`config.mk`:
```
export PLATFORM = sky130hd
export DESIGN_NAME = cmdword_rx
export DESIGN_NICKNAME = d
export VERILOG_FILES = /design/src/rtl/cmdrx_pkg.sv /design/src/rtl/cmdrx_shifter.sv /design/src/rtl/cmdrx_match.sv /design/src/rtl/cmdrx_latch.sv /design/src/rtl/cmdword_rx.sv
export SDC_FILE = /design/constraint.sdc
export NUM_CORES = 1
export LEC_CHECK = 0
export ABC_AREA = 0
export ABC_CLOCK_PERIOD_IN_PS = 2100
export CORE_ASPECT_RATIO = 0.5
export CORE_UTILIZATION = 25
export DETAILED_ROUTE_END_ITERATION = 10
export GPL_TIMING_DRIVEN = 1
export PLACE_DENSITY_LB_ADDON = 0.15
export SLEW_MARGIN = 20
export SYNTH_ARGS = -nofsm -noshare
export SYNTH_HDL_FRONTEND = slang
export SYNTH_SLANG_ARGS = --single-unit
```
`constraint.sdc`:
```
create_clock -name clk -period 2.1 [get_ports clk]
set_input_delay 0.21 -clock clk [delete_from_list [all_inputs] [get_ports clk]]
set_output_delay 0.21 -clock clk [all_outputs]
set_load 0.02 [all_outputs]
```
`src/rtl/cmdrx_pkg.sv`:
```
package cmdrx_pkg;
  localparam int HDR_W   = 8;
  localparam int PAY_W   = 4;
  localparam int WORD_W  = HDR_W + 2 * PAY_W;
  localparam int ADDR_W  = PAY_W - 1;
  localparam int N_LINES = 1 << ADDR_W;
  localparam int FILL_W  = $clog2(WORD_W + 1);
  localparam logic [HDR_W-1:0] PREAMBLE = 8'b0111_0101;

  // every payload bit must arrive as two equal copies
  function automatic logic pairs_ok(input logic [2*PAY_W-1:0] body);
    logic ok;
    ok = 1'b1;
    for (int i = 0; i < PAY_W; i++)
      if (body[2*i] != body[2*i+1]) ok = 1'b0;
    return ok;
  endfunction

  function automatic logic [PAY_W-1:0] payload(input logic [2*PAY_W-1:0] body);
    logic [PAY_W-1:0] p;
    for (int i = 0; i < PAY_W; i++) p[i] = body[2*i];
    return p;
  endfunction

  function automatic logic word_ok(input logic [WORD_W-1:0] w);
    return (w[WORD_W-1 -: HDR_W] == PREAMBLE) && pairs_ok(w[2*PAY_W-1:0]);
  endfunction
endpackage

```
`src/rtl/cmdrx_shifter.sv`:
```
module cmdrx_shifter
  import cmdrx_pkg::*;
(
  input  logic              clk,
  input  logic              rst_n,
  input  logic              lock,
  input  logic              stb,
  input  logic              din,
  output logic [WORD_W-1:0] window,
  output logic              full,
  output logic              shift_ev
);
  logic [FILL_W-1:0] fill_q;
  logic              take;

  assign take = stb & lock;

  always_ff @(posedge clk or negedge rst_n) begin
    if (!rst_n) begin
      window   <= '0;
      fill_q   <= '0;
      shift_ev <= 1'b0;
    end else if (!lock) begin
      window   <= '0;
      fill_q   <= '0;
      shift_ev <= 1'b0;
    end else begin
      shift_ev <= take;
      if (take) begin
        window <= {window[WORD_W-2:0], din};
        if (fill_q != FILL_W'(WORD_W)) fill_q <= fill_q + 1'b1;
      end
    end
  end

  assign full = (fill_q == FILL_W'(WORD_W));
endmodule

```
`src/rtl/cmdrx_match.sv`:
```
module cmdrx_match
  import cmdrx_pkg::*;
(
  input  logic              [WORD_W-1:0] window,
  input  logic                           full,
  output logic                           hit,
  output logic              [ADDR_W-1:0] addr,
  output logic                           level
);
  logic [PAY_W-1:0] pay;

  assign pay   = payload(window[2*PAY_W-1:0]);
  assign hit   = full & word_ok(window);
  assign addr  = pay[PAY_W-1:1];
  assign level = pay[0];
endmodule

```
`src/rtl/cmdrx_latch.sv`:
```
module cmdrx_latch
  import cmdrx_pkg::*;
(
  input  logic               clk,
  input  logic               rst_n,
  input  logic               we,
  input  logic  [ADDR_W-1:0] addr,
  input  logic               level,
  output logic [N_LINES-1:0] q
);
  for (genvar g = 0; g < N_LINES; g++) begin : g_cell
    logic sel;
    assign sel = we & (addr == ADDR_W'(g));
    always_ff @(posedge clk or negedge rst_n) begin
      if (!rst_n)   q[g] <= 1'b0;
      else if (sel) q[g] <= level;
    end
  end
endmodule

```
`src/rtl/cmdword_rx.sv`:
```
module cmdword_rx
  import cmdrx_pkg::*;
(
  input  logic               clk,
  input  logic               rst_n,
  input  logic               lock,
  input  logic               bit_stb,
  input  logic               bit_in,
  output logic [N_LINES-1:0] lines,
  output logic               accept
);
  logic [WORD_W-1:0] window;
  logic              full;
  logic              shift_ev_q;
  logic              hit;
  logic [ADDR_W-1:0] addr;
  logic              level;
  logic              write_ev;

  cmdrx_shifter u_shift (
    .clk(clk), .rst_n(rst_n), .lock(lock), .stb(bit_stb), .din(bit_in),
    .window(window), .full(full), .shift_ev(shift_ev_q)
  );

  cmdrx_match u_match (
    .window(window), .full(full), .hit(hit), .addr(addr), .level(level)
  );

  // write one edge after the shift, away from the sampling edge
  assign write_ev = shift_ev_q & lock & hit;

  cmdrx_latch u_latch (
    .clk(clk), .rst_n(rst_n), .we(write_ev), .addr(addr), .level(level),
    .q(lines)
  );

  always_ff @(posedge clk or negedge rst_n) begin
    if (!rst_n) accept <= 1'b0;
    else        accept <= write_ev;
  end
endmodule

```
==> reports/summary.txt <==
YS warnings: 0
max-cap violations: 0
number of distinct library cells after synthesis: 27
dpl hpwl: 1814 µm
RSZ-0062 raised after global routing: false
slowest CP cell: dfrtp_1
setup_tns: 0 ns
Synth top area share: 51.71%
routed length per instance: 13.04 µm
Seq/Total Area, Yosys: 51.71%
Startpoint Class: flop
vias post-DR: 986
Initial Utilization: 26.63%
Syn Inst Count: 127
die area: 6333 µm²
Hold Path Class: input pin to asynchronous set/reset pin
Crit Path Class: flop to flop
Avg Cell Area, Syn: 11.81 µm²
CTS tree: yes
Hold Buf Count CTS: 0
fraction of layout cells with a size suffix above 1: 14.48%
Rel. slew slack: 71.20%
dominant cell type by area after synthesis: dfrtp_1
asr flop ratio synth: 100.0%
Reg clk slew, reported paths: 0.05 ns
top_reg_cell synth: dfrtp_1
Post-CTS Resized: 0
Synth Cell Area: 1500 µm²
Port Buffers: 13
syn_nets: 134
vias in the first global route: 988
Peak VDD IR: 0.2593 mV
worst endpoint required time: 2.25 ns
simple-gate portion of the synthesized area: 20.93%
H-tree depth: 2
global route overflow: 0
CTS max path bufs: 2
worst-margin pin slew: 0.4306 ns
Crit path buffers/inverters: 2
FP Rows: 19
Worst Skew: 0.004189 ns
post-synthesis adder-cell area fraction: 1.668%
fin util: 33.38%
Die Width: 111.6 µm
CTS Buf Count: 5
# diodes: 0
Top Ports: 14
Slew Viols, Final: 0
1st-iter DRT viols: 30
GRT Util Overall: 10.60%
Die H: 56.78 µm
Pleak: 0.8931 nW
# setup viols final: 0
min cycle time layout: 1.894 ns
post-synthesis mux area share: 17.43%
Max Fclk: 0.5281 GHz
final hold violations: 0
Placer Congestion: 0.6509
status: finished, violations left
Commonest cells post-synth: 31 x dfrtp_1, 20 x nor2_1, 16 x mux2i_1, 10 x nand4_1, 8 x mux2_1
detailed-route wire length: 2842 µm
crit end category: flop
CP max FO: 9
post-synthesis compound-gate area fraction: 1.418%
Worst-Skew Late Latency: 0.27 ns
failing checks: DRC
largest net degree at the start of global routing: 32
remaining routing DRC violations: 2
PwrDens: 744.3 nW/µm²
CP arrival: 2.05 ns
root buffer cell: clkbuf_16
Fill cells: 575
delay-heaviest family, CP: simple AND/OR/NAND/NOR gates
synthesis-to-finish area growth: 25.35%
Synth area leaders: dfrtp_1 52%, mux2i_1 11%, mux2_1 6.0%
post-route ant nets: 0
final worst path period share: 90.17%
initial antenna violation count: 0
Post-Synth XOR/XNOR Area: 4.087%
first-pass GRT wire length: 5023 µm
count of state elements after synthesis: 31
CP cell instances: inv_1 -> ha_1 -> nand4bb_4 -> nor4_4 -> buf_4 -> nand4_1 -> mux2_1
cell with the most instances after synthesis: dfrtp_1
Detailed Routing Iterations Pass 1: 7
clk sinks: 31
Post CTS Setup Buffer Count: 0
total core area: 5634 µm²
Final nets: 152
largest family of logic cells by synthesized area: simple AND/OR/NAND/NOR gates
vias per cell: 4.523
Worst path max stage delay: 0.41 ns
EDFF count, synth: 0
==> stage by stage <==
stage | instance area [µm²] | worst slack, ns | hold WS [ns] | total power, W | instances
floorplan | 1500 | 0.3390 | -0.08559 | 0.0006663 | 127
global placement | 1729 | 0.1427 | 0.4754 | 0.0007015 | 210
detailed placement | 1729 | 0.08727 | 0.4843 | 0.0007016 | 210
CTS | 1873 | 0.07498 | 0.3541 | 0.001424 | 217
global route | 1881 | 0.1294 | 0.3843 | 0.001456 | 218
finish | 1881 | 0.2063 | 0.3267 | 0.001400 | 218
==> power by group <==
group | internal (W) | total (W) | switching [W]
sequential | 0.000605 | 0.000613 | 0.00000859
clock | 0.000462 | 0.000711 | 0.000249
combinational | 0.0000308 | 0.0000754 | 0.0000446
==> metal layers <==
metal / wire length (µm) / global-route usage, % / vias to the layer above
li1: - / - / 478
met1: 1444 / 13.98 / 487
met2: 1227 / 15.00 / 13
met3: 104 / 3.564 / 8
met4: 66 / 6.371 / 0
met5: 0 / 0 / -
==> cell usage in the layout, fill, tap and decap left out, types with 2 or more instances in the layout <==
cell              n
and3_2            2
and3b_1           2
buf_4             6
clkbuf_16         5
clkdlybuf4s50_1  13
dfrtp_1          31
ha_1              2
inv_1             2
mux2_1            8
mux2i_1          16
nand2_1           2
nand4_1          10
nor2_1           20
nor3_4            2
nor3b_1           3
xor2_1            7
==> worst paths after layout <==
| kind | from | to | slack (ns) | cells past startpoint |
|---|---|---|---|---|
| worst max-delay path | u_shift.fill_q[0] | u_latch.q[5] | 0.21 | 7 |
| worst min-delay path | rst_n | u_shift.fill_q[0] | 0.33 | 2 |
| worst max register to register | u_shift.fill_q[0] | u_latch.q[5] | 0.21 | 7 |
| worst min register to register | u_latch.q[6] | u_latch.q[6] | 0.49 | 1 |
| max in group asynchronous | rst_n | u_latch.q[0] | 1.47 | 2 |
| min in group clk | u_latch.q[6] | u_latch.q[6] | 0.49 | 1 |
==> cell families after synthesis <==
| group | count (synthesis) |
|---|---|
| flops | 31 |
| mux | 25 |
| buf+inv | 11 |
| fa+ha+maj | 2 |
| compound gates | 3 |
| simple gates | 48 |
| xor+xnor | 7 |
==> cell type report <==
type | count | area [µm²] | area share (%)
sequential | 31 | 775.7 | 41.25
multi-input combinational | 85 | 683.2 | 36.33
timing repair buffer | 19 | 175.2 | 9.315
clock buffer | 6 | 138.9 | 7.385
tap | 73 | 91.34 | 4.857
inverter | 3 | 11.26 | 0.5988
clock inverter | 1 | 5.005 | 0.2661
==> sequential cells by signal, indices dropped and copies added (netlist names) <==
signal,count
accept,1
u_latch.q,8
u_shift.fill_q,5
u_shift.shift_ev,1
u_shift.window,16
==> worst register-to-register path, cell delays in order (launching register included) <==
cell	delay [ns]
dfrtp_1	0.41
inv_1	0.07
ha_1	0.18
nand4bb_4	0.15
nor4_4	0.28
buf_4	0.20
nand4_1	0.13
mux2_1	0.34
No activity file was read; power rests on OpenSTA's default activity.
